--- src/rtl/reclaim_pkg.sv ---
package reclaim_pkg;
  // Strobes from the sweep control to the page-bit datapath.
  typedef struct packed {
    logic clrUsed;  // tail clears the used bit of its page
    logic freeEn;   // head page leaves the resident set
    logic allocEn;  // popped page rejoins the resident set
    logic wbClear;  // writeback finished, clear dirty
  } bitStrobe_t;
endpackage

--- src/rtl/reclaim_freeq.sv ---
module reclaim_freeq #(
  parameter int DEPTH = 4,
  parameter int IW    = 3
) (
  input  logic          clk,
  input  logic          rstN,
  input  logic          push,
  input  logic [IW-1:0] pushData,
  input  logic          pop,
  output logic [IW-1:0] popData,
  output logic          empty,
  output logic          full
);
  localparam int PW = (DEPTH > 1) ? $clog2(DEPTH) : 1;
  localparam int CW = $clog2(DEPTH + 1);

  logic [IW-1:0] slots [DEPTH];
  logic [PW-1:0] rdPtr, wrPtr;
  logic [CW-1:0] count;

  assign empty   = (count == '0);
  assign full    = (count == CW'(DEPTH));
  assign popData = slots[rdPtr];

  function automatic logic [PW-1:0] bump(input logic [PW-1:0] p);
    return (p == PW'(DEPTH - 1)) ? '0 : p + 1'b1;
  endfunction

  always_ff @(posedge clk) begin
    if (!rstN) begin
      rdPtr <= '0;
      wrPtr <= '0;
      count <= '0;
    end else begin
      if (push) begin
        slots[wrPtr] <= pushData;
        wrPtr        <= bump(wrPtr);
      end
      if (pop) rdPtr <= bump(rdPtr);
      if (push && !pop) count <= count + 1'b1;
      else if (pop && !push) count <= count - 1'b1;
    end
  end

  AST_NO_OVERFLOW: assert property (@(posedge clk) disable iff (!rstN)
    full |-> !push);
  AST_NO_UNDERFLOW: assert property (@(posedge clk) disable iff (!rstN)
    empty |-> !pop);
endmodule

--- src/rtl/reclaim_pagebits.sv ---
module reclaim_pagebits
  import reclaim_pkg::*;
#(
  parameter int NUM_PAGES = 8,
  parameter int IW        = 3
) (
  input  logic          clk,
  input  logic          rstN,
  input  bitStrobe_t    strobe,
  input  logic [IW-1:0] tailIdx,
  input  logic [IW-1:0] headIdx,
  input  logic [IW-1:0] allocIdx,
  input  logic [IW-1:0] wbIdx,
  input  logic          refValid,
  input  logic [IW-1:0] refPage,
  input  logic          refWrite,
  output logic          headUsed,
  output logic          headDirty,
  output logic          headRes
);
  logic [NUM_PAGES-1:0] usedQ, dirtyQ, resQ;

  for (genvar i = 0; i < NUM_PAGES; i++) begin : g_page
    always_ff @(posedge clk) begin
      if (!rstN) begin
        usedQ[i]  <= 1'b0;
        dirtyQ[i] <= 1'b0;
        resQ[i]   <= 1'b1;
      end else begin
        if (strobe.clrUsed && tailIdx == IW'(i)) usedQ[i] <= 1'b0;
        if (strobe.wbClear && wbIdx == IW'(i)) dirtyQ[i] <= 1'b0;
        if (strobe.freeEn && headIdx == IW'(i)) resQ[i] <= 1'b0;
        if (strobe.allocEn && allocIdx == IW'(i)) begin
          usedQ[i]  <= 1'b1;
          dirtyQ[i] <= 1'b0;
          resQ[i]   <= 1'b1;
        end
        // a reference always wins over the tail clear
        if (refValid && refPage == IW'(i)) begin
          usedQ[i] <= 1'b1;
          if (refWrite) dirtyQ[i] <= 1'b1;
        end
      end
    end
  end

  assign headUsed  = usedQ[headIdx];
  assign headDirty = dirtyQ[headIdx];
  assign headRes   = resQ[headIdx];

  AST_REF_SETS_USED: assert property (@(posedge clk) disable iff (!rstN)
    refValid |=> usedQ[$past(refPage)]);
  AST_WRITE_SETS_DIRTY: assert property (@(posedge clk) disable iff (!rstN)
    (refValid && refWrite) |=> dirtyQ[$past(refPage)]);
  AST_CLEAR_LOSES: assert property (@(posedge clk) disable iff (!rstN)
    (strobe.clrUsed && refValid && refPage == tailIdx) |=> usedQ[$past(tailIdx)]);
endmodule

--- src/rtl/reclaim_ctrl.sv ---
module reclaim_ctrl
  import reclaim_pkg::*;
#(
  parameter int NUM_PAGES = 8,
  parameter int IW        = 3
) (
  input  logic          clk,
  input  logic          rstN,
  input  logic          sweepEn,
  input  logic [IW-1:0] gapPages,
  input  logic          refValid,
  input  logic [IW-1:0] refPage,
  input  logic          allocReq,
  input  logic          wbDone,
  input  logic          headUsed,
  input  logic          headDirty,
  input  logic          headRes,
  input  logic          qEmpty,
  input  logic          qFull,
  output bitStrobe_t    strobe,
  output logic [IW-1:0] tailIdx,
  output logic [IW-1:0] headIdx,
  output logic          qPush,
  output logic          qPop,
  output logic          wbReq,
  output logic [IW-1:0] wbPage
);
  logic [IW-1:0] tailQ, wbPageQ;
  logic          wbBusyQ;
  logic          refHit, victim, freeNow, stall, step, wbNow;

  // head trails tail by gapPages, wrapping over the page count
  always_comb begin
    if (tailQ >= gapPages) headIdx = tailQ - gapPages;
    else headIdx = IW'(NUM_PAGES) - (gapPages - tailQ);
  end

  assign tailIdx = tailQ;
  assign refHit  = refValid && (refPage == headIdx);
  assign victim  = sweepEn && headRes && !headUsed && !refHit;
  assign freeNow = victim && !headDirty;
  assign stall   = freeNow && qFull;
  assign step    = sweepEn && !stall;
  assign wbNow   = victim && headDirty && !wbBusyQ;

  assign qPush = freeNow && !qFull;
  assign qPop  = allocReq && !qEmpty;

  always_comb begin
    strobe.clrUsed = step;
    strobe.freeEn  = qPush;
    strobe.allocEn = qPop;
    strobe.wbClear = wbDone && wbBusyQ;
  end

  always_ff @(posedge clk) begin
    if (!rstN) begin
      tailQ   <= '0;
      wbBusyQ <= 1'b0;
      wbPageQ <= '0;
    end else begin
      if (step) tailQ <= (tailQ == IW'(NUM_PAGES - 1)) ? '0 : tailQ + 1'b1;
      if (strobe.wbClear) wbBusyQ <= 1'b0;
      if (wbNow) begin
        wbBusyQ <= 1'b1;
        wbPageQ <= headIdx;
      end
    end
  end

  assign wbReq  = wbBusyQ;
  assign wbPage = wbPageQ;

  AST_TAIL_ADVANCE: assert property (@(posedge clk) disable iff (!rstN)
    step |=> tailQ == (($past(tailQ) == IW'(NUM_PAGES - 1)) ? '0 : $past(tailQ) + 1'b1));
  AST_STALL_HOLDS: assert property (@(posedge clk) disable iff (!rstN)
    (sweepEn && qFull && freeNow) |=> $stable(tailQ));
  AST_WB_HOLDS: assert property (@(posedge clk) disable iff (!rstN)
    (wbBusyQ && !wbDone) |=> (wbBusyQ && $stable(wbPageQ)));
  AST_WB_ENDS: assert property (@(posedge clk) disable iff (!rstN)
    (wbBusyQ && wbDone) |=> !wbBusyQ);
endmodule

--- src/rtl/page_reclaimer.sv ---
module page_reclaimer
  import reclaim_pkg::*;
#(
  parameter int NUM_PAGES  = 8,
  parameter int FREE_DEPTH = 4,
  localparam int IW = $clog2(NUM_PAGES)
) (
  input  logic          clk,
  input  logic          rstN,
  input  logic          sweepEn,
  input  logic [IW-1:0] gapPages,
  input  logic          refValid,
  input  logic [IW-1:0] refPage,
  input  logic          refWrite,
  input  logic          allocReq,
  output logic          allocGrant,
  output logic          allocNone,
  output logic [IW-1:0] allocPage,
  output logic          wbReq,
  output logic [IW-1:0] wbPage,
  input  logic          wbDone
);
  bitStrobe_t    strobe;
  logic [IW-1:0] tailIdx, headIdx, popData;
  logic          headUsed, headDirty, headRes;
  logic          qEmpty, qFull, qPush, qPop;

  reclaim_ctrl #(.NUM_PAGES(NUM_PAGES), .IW(IW)) u_ctrl (
    .clk(clk), .rstN(rstN), .sweepEn(sweepEn), .gapPages(gapPages),
    .refValid(refValid), .refPage(refPage), .allocReq(allocReq),
    .wbDone(wbDone), .headUsed(headUsed), .headDirty(headDirty),
    .headRes(headRes), .qEmpty(qEmpty), .qFull(qFull), .strobe(strobe),
    .tailIdx(tailIdx), .headIdx(headIdx), .qPush(qPush), .qPop(qPop),
    .wbReq(wbReq), .wbPage(wbPage)
  );

  reclaim_pagebits #(.NUM_PAGES(NUM_PAGES), .IW(IW)) u_bits (
    .clk(clk), .rstN(rstN), .strobe(strobe), .tailIdx(tailIdx),
    .headIdx(headIdx), .allocIdx(popData), .wbIdx(wbPage),
    .refValid(refValid), .refPage(refPage), .refWrite(refWrite),
    .headUsed(headUsed), .headDirty(headDirty), .headRes(headRes)
  );

  reclaim_freeq #(.DEPTH(FREE_DEPTH), .IW(IW)) u_freeq (
    .clk(clk), .rstN(rstN), .push(qPush), .pushData(headIdx),
    .pop(qPop), .popData(popData), .empty(qEmpty), .full(qFull)
  );

  assign allocGrant = qPop;
  assign allocNone  = allocReq && qEmpty;
  assign allocPage  = popData;
endmodule

--- config.mk ---
export PLATFORM = sky130hd
export DESIGN_NAME = page_reclaimer
export DESIGN_NICKNAME = d
export VERILOG_FILES = /design/src/rtl/reclaim_pkg.sv /design/src/rtl/reclaim_freeq.sv /design/src/rtl/reclaim_pagebits.sv /design/src/rtl/reclaim_ctrl.sv /design/src/rtl/page_reclaimer.sv
export SDC_FILE = /design/constraint.sdc
export NUM_CORES = 1
export LEC_CHECK = 0
export ABC_CLOCK_PERIOD_IN_PS = 6270
export BUFFER_PORTS_ARGS = -buffer_cell sky130_fd_sc_hd__buf_2
export CORE_UTILIZATION = 30
export CTS_CLUSTER_DIAMETER = 60
export DETAILED_ROUTE_END_ITERATION = 8
export GPL_TIMING_DRIVEN = 0
export PLACE_DENSITY_LB_ADDON = 0.1
export SYNTH_ARGS = -nofsm -noshare
export SYNTH_HDL_FRONTEND = slang
export SYNTH_HIERARCHICAL = 1
export SYNTH_SLANG_ARGS = --single-unit
--- constraint.sdc ---
create_clock -name clk -period 6.27 [get_ports clk]
set_clock_uncertainty 0.1 [all_clocks]
set_input_delay 1.254 -clock clk [delete_from_list [all_inputs] [get_ports clk]]
set_output_delay 1.254 -clock clk [all_outputs]
set_load 0.1 [all_outputs]
Word level (Yosys, flattened, before mapping)
Memory sizes are Yosys's and may differ from the RTL's. A register that Yosys moved wholly into a read port is not among the register bits. Index checks and enable logic that the tools add are counted.

Memories kept: 1. Bits of input ports: 13. Flip-flop bits (word level): 38. Bits in writable memories: 12.

Add/subtract/negate cells: 8. Reductions and logical operators: 88. Eq/ne operators: 39. Bitwise gates (word level): 1. $lt $le $gt $ge: 2. Multiplexer cells: 75.

Memories: u_freeq.slots (words 4, width 3, read ports 1, clocked after memory_dff 1, wr ports 1, RTL line reclaim_freeq.sv:17) `logic [IW-1:0] slots [DEPTH];`.

Operator list (number): 2-to-1 mux 1 bit (64); == test 3 bit (second input constant) (21); logical AND 1 bit (55); == test 3 x 2 -> 1 bit (second input constant) (10); nonzero test 3 bit (8); logical NOT 3 bit (6); OR reduction 2 bit (8); == test 3 x 1 -> 1 bit (second input constant) (5); 2-to-1 mux 3 bit (4); binary-select mux 1 bit (select 3 bit) (3); logical NOT 1 bit (9); 2-to-1 mux 2 bit (4); adder 3 x 1 -> 3 bit (second input constant) (2); subtractor 3 bit (2); adder 2 x 1 -> 2 bit (second input constant) (2); == test 2 bit (second input constant) (2); < comparator 3 x 4 -> 1 bit (second input constant) (1); nonzero test 2 bit (2); == test 3 bit (1); greater-or-equal comparator 3 bit (1); subtractor 1 x 3 -> 3 bit (first input constant) (1); subtractor 3 x 1 -> 3 bit (second input constant) (1); NOT 1 bit (1).

Longest topological paths before layout
Word-level depth: 16. Mapped depth: 16.

Hierarchy
The synthesis kept the hierarchy.

Modules (own cells, without submodules): reclaim_pagebits (seq. area each 480.5 µm², cells an instance 136, times used 1, area each 1278.7 µm²); reclaim_freeq (seq. area each 540.5 µm², cells an instance 60, times used 1, area each 889.6 µm²); reclaim_ctrl (seq. area each 140.1 µm², cells an instance 76, times used 1, area each 625.6 µm²); page_reclaimer (seq. area each 0.0 µm², cells an instance 1, times used 1, area each 6.3 µm²).

Worst setup path after synthesis
OpenSTA, ideal clock, no wires.

Path kind: input to register. Start: input port gapPages[0]. End: register u_freeq.count[2]. Stages: 15. Library setup time: 0.070 ns. Data required time: 6.100 ns. Arrival: 5.901 ns. Setup slack: 0.199 ns. Cells stage by stage: ha_1 -> inv_1 -> fa_1 -> xnor3_2 -> buf_2 -> mux4_1 -> mux2_2 -> nand3b_1 -> a2111oi_0 -> ha_1 -> inv_1 -> fa_1 -> xor2_1 -> or3_1 -> a21boi_1.

Word-level cells in the longest chain between the ends: 13. Elaborated cells on any way between the ends: 26.

RTL lines: start: declaration (RTL line page_reclaimer.sv:11) `input logic [IW-1:0] gapPages,`; subtractor 3 bit (RTL line reclaim_ctrl.sv:35) `else headIdx = IW'(NUM_PAGES) - (gapPages - tailQ);`; subtractor 1 x 3 -> 3 bit (RTL line reclaim_ctrl.sv:35); 2-to-1 mux 3 bit * (RTL line reclaim_ctrl.sv:34) `if (tailQ >= gapPages) headIdx = tailQ - gapPages;`; named net headIdx[2] (RTL line page_reclaimer.sv:24) `logic [IW-1:0] tailIdx, headIdx, popData;`; binary-select mux 1 bit (select 3 bit) * (RTL line reclaim_pagebits.sv:47) `assign headUsed = usedQ[headIdx];`; 2-to-1 mux 1 bit (not written as such) * (RTL line reclaim_pagebits.sv:47); named net headUsed (RTL line page_reclaimer.sv:25) `logic headUsed, headDirty, headRes;`; logical NOT 1 bit * (RTL line reclaim_ctrl.sv:40) `assign victim = sweepEn && headRes && !headUsed && !refHit;`; logical AND 1 bit * (2 in series) (RTL line reclaim_ctrl.sv:40); logical AND 1 bit * (RTL line reclaim_ctrl.sv:41) `assign freeNow = victim && !headDirty;`; logical AND 1 bit * (RTL line reclaim_ctrl.sv:46) `assign qPush = freeNow && !qFull;`; named net qPush (RTL line page_reclaimer.sv:26) `logic qEmpty, qFull, qPush, qPop;`; logical NOT 1 bit (RTL line reclaim_freeq.sv:41) `else if (pop && !push) count <= count - 1'b1;`; logical AND 1 bit (RTL line reclaim_freeq.sv:41); nonzero test 2 bit (no line); end signal: assignment (RTL line reclaim_freeq.sv:40) `if (push && !pop) count <= count + 1'b1;`; end signal: assignment (RTL line reclaim_freeq.sv:41); end: declaration (RTL line reclaim_freeq.sv:19) `logic [CW-1:0] count;`.

Mark *: on every way through the listed nets, which the timed path passes. The rest lies on a longest branch. The select of a mux whose other input is x is not followed. A chain may end at the register's enable or synchronous reset.

Worst setup path after layout
Same ends and word-level chain as after synthesis.

==> run_results.csv <==
group,metric,value,unit
run_status,outcome,"completed",
global_route,antenna_found_initial,0,
flow_run,maxCapViolations,0,
floorplan,die_w,98.6,um
sta,tightestPinTransition,871,ps
setup_path,slowest_stage,"a2111oi_2",
clock_network,cts-buffers-inserted,5,
sta,max_freq,173,MHz
power_and_ir_drop,p_int,0.673,mW
setup_path,cp.required,6430,ps
placement,dp_cells,401,
setup_path,start_kind,"input pin",
power_and_ir_drop,p_leak,1.14,nW
logic_synthesis,synth_common_cells,"dfxtp_1 (40), o21ai_0 (19), nand2_1 (16)",
finish,layout-drive-gt1-share,14.6,%
sta,rsz0062_at_grt,"no",
setup_path,worstPathArrival,5940,ps
logic_synthesis,synth_top_area_share,28.6,%
floorplan,rows,34,
routing,vias_per_cell,5.37,
placement,dp_hpwl,5310,um
logic_synthesis,ys_top_cells_by_area,"dfxtp_1 (29%), edfxtp_1 (13%), mux4_1 (5.6%)",
logic_synthesis,yosysMostFrequentCell,"dfxtp_1",
clock_network,cts_setup_buffers,0,
power_and_ir_drop,clkPwrFrac,17.5,%
sta,setup_viol,0,
setup_path,rr_startpoint,"u_ctrl/tailIdx[0]$_SDFFE_PN0P_",
finish,area.growth.synth_to_final,12.0,%
logic_synthesis,synth_nets,297,
sta,hold_viol_final,0,
routing,first_pass_iters,4,
power_and_ir_drop,power_density,375,mW/mm2
routing,routed_wl,7120,um
placement,placed_area,0.00304,mm2
sta,drv_slew,0,
sta,period_share,92.1,%
logic_synthesis,synth-main-ff-cell,"dfxtp_1",
clock_network,holdBufCountCts,0,
routing,drc,0,
logic_synthesis,syn_avg_cell_area,10.3,um2
power_and_ir_drop,comb_power_share,45.1,%
setup_path,slowest_delay,860,ps
logic_synthesis,async_flop_share,0,%
power_and_ir_drop,p_sw,0.504,mW
finish,antennaDiodeCount,0,
setup_path,reg2reg_depth,16,
logic_synthesis,synth.distinct_cells,50,
setup_path,r2r_slack,980,ps
setup_path,crit_chain,"buf_2 -> ha_1 -> inv_1 -> fa_1 -> xnor3_2 -> buf_2 -> mux4_1 -> mux2_2 -> nand3b_1 -> a2111oi_2 -> ha_1 -> inv_1 -> fa_1 -> xor2_1 -> or3_1 -> a21boi_1",
finish,final_nets,324,
clock_network,clk_pin_slew,110,ps
routing,routedWlPerCell,17.4,um
floorplan,core-area,0.00889,mm2
setup_path,cp-endpoint,"u_freeq/count[2]$_SDFFE_PN0P_",
global_route,grt_pass1_vias,2172,
logic_synthesis,yosys.area.top_type,"dfxtp_1",
placement,routabilityCongestion,0.772,
power_and_ir_drop,total_power,1.18,mW
hold_path,hold_class,"reg -> reg",
finish,fin_area,0.00314,mm2
placement,port_buffers,20,
power_and_ir_drop,p_sw_share,42.8,%
logic_synthesis,ys_seq_area_share,41.5,%
logic_synthesis,ys_ff_latch,52,
global_route,overflow,0,
clock_network,root_buffer,"clkbuf_8",
setup_path,path_class,"in -> reg",
logic_synthesis,yosys_warnings,6,
logic_synthesis,synth_edf_count,12,
floorplan,start_util,31.5,%
routing,initialDrtViolationCount,71,
logic_synthesis,syn_inst,273,
setup_path,critical_path.max_fanout,10,
clock_network,cts_sinks,52,
clock_network,htreeDepth,2,
power_and_ir_drop,vdd_drop_max,0.148,mV
sta,setup-tns-final,0,ps
logic_synthesis,syn_area,0.00280,mm2
setup_path,crit_path_end_kind,"flop",
floorplan,num_io_pins,22,
power_and_ir_drop,pwr-share-seq,37.4,%
setup_path,worstSetupStartpoint,"gapPages[0]",
sta,period_minus_slack,5780,ps
clock_network,worstSkewPairLatency,310,ps
finish,num-fill-cells,927,
clock_network,cts_tree,"built",
floorplan,die_h,98.6,um
clock_network,clockBufferDepth,2,
setup_path,r2r-end,"u_freeq/count[2]$_SDFFE_PN0P_",
finish,layout.cells.non_filler,409,
routing,ant_nets,0,
routing,num_vias,2195,
global_route,grt_pass1_wl,11800,um
global_route,grt_max_degree,19,
sta,relSlewSlack,41.8,%
floorplan,die_area,0.00972,mm2
global_route,grt_usage,15.7,%
clock_network,cts_resized,0,
==> per-stage QoR <==
stage               hold WS [ps]  setup WS (ps)  utilization, %
floorplan                    317            199               -
global placement             332           -809            34.1
global route                 385            164            35.3
finish                       357            493            35.3
CTS                          362            420            35.3
detailed placement           337            120            34.2
==> flip-flops by register name, indices dropped and copies added (netlist names), named ones only <==
name	count
u_ctrl/wbPage	3
u_ctrl/wbReq	1
u_bits/resQ	8
u_ctrl/tailIdx	3
u_bits/dirtyQ	8
u_freeq/rdPtr	2
u_freeq/count	3
u_freeq/wrPtr	2
u_freeq/slots	12
u_bits/usedQ	8
==> cell families after synthesis <==
logic type               Yosys count  synth area share (%)
XOR/XNOR                           7                  3.26
flip-flops                        52                  41.5
AO/OA/AOI/OAI                     66                  15.3
AND/OR/NAND/NOR                   93                  19.4
multiplexers                      16                  10.7
buffers and inverters             28                  4.47
adder cells (fa/ha/maj)           11                  5.45
==> power by group through the flow <==
stage	sequential, mW	clock [mW]	combinational (mW)
6_report	0.440	0.206	0.531
4_1_cts	0.440	0.214	0.538
3_3_place_gp	0.449	0	0.530
2_1_floorplan	0.444	0	0.409
3_5_place_dp	0.448	0	0.537
5_1_grt	0.449	0.229	0.577
==> cells in the final DEF (no fill, tap or decap), drive strengths merged, types with 4 or more instances in the layout <==
cell type / count
nor2b: 8
o22ai: 6
nand3b: 4
and2: 5
edfxtp: 12
clkbuf: 14
o21ai: 19
a21oi: 8
nor2: 5
nand4: 5
nand3: 14
nand2: 16
mux4: 9
buf: 25
a21o: 5
ha: 9
dfxtp: 40
a31oi: 7
inv: 16
and3: 6
nand2b: 14
o31ai: 5
mux2i: 4
==> worst max-delay path: cells and delay by family <==
kind / cells / cell delay, ps
AO/OA/AOI/OAI: 2 / 990
AND/OR/NAND/NOR: 2 / 590
multiplexers: 2 / 870
buffers and inverters: 4 / 510
adder cells (fa/ha/maj): 4 / 1180
XOR/XNOR: 2 / 530
==> worst min-delay path by stage <==
stage                                   to  cells after the start                         from
6_report       u_bits/resQ[3]$_SDFFE_PP1P_                      1  u_bits/resQ[3]$_SDFFE_PP1P_
5_1_grt        u_bits/resQ[0]$_SDFFE_PP1P_                      1  u_bits/resQ[0]$_SDFFE_PP1P_
4_1_cts        u_bits/resQ[3]$_SDFFE_PP1P_                      1  u_bits/resQ[3]$_SDFFE_PP1P_
3_5_place_dp   u_bits/resQ[3]$_SDFFE_PP1P_                      1  u_bits/resQ[3]$_SDFFE_PP1P_
3_3_place_gp   u_bits/resQ[2]$_SDFFE_PP1P_                      1  u_bits/resQ[2]$_SDFFE_PP1P_
2_1_floorplan  u_bits/resQ[3]$_SDFFE_PP1P_                      1  u_bits/resQ[3]$_SDFFE_PP1P_
==> cell type report <==
cell class / count / area (um2) / share of cell area, %
inverter: 14 / 52.6 / 1.68
tap: 108 / 135 / 4.31
multi-input combinational: 193 / 1520 / 48.5
sequential: 52 / 1160 / 37.0
buffer: 14 / 72.6 / 2.31
timing repair buffer: 20 / 100 / 3.19
clock buffer: 5 / 68.8 / 2.19
clock inverter: 3 / 26.3 / 0.838
==> layer usage <==
metal / wire length [um] / vias to the layer above / GRT usage (%) / share of wire (%)
met4: 58 / 0 / 4.59 / 0.81
met2: 3270 / 40 / 25.1 / 46
met5: 0 / - / 0 / 0
li1: - / 1081 / - / -
met3: 247 / 5 / 2.98 / 3.5
met1: 3540 / 1069 / 21.7 / 50
No activity file was read; power rests on OpenSTA's default activity.
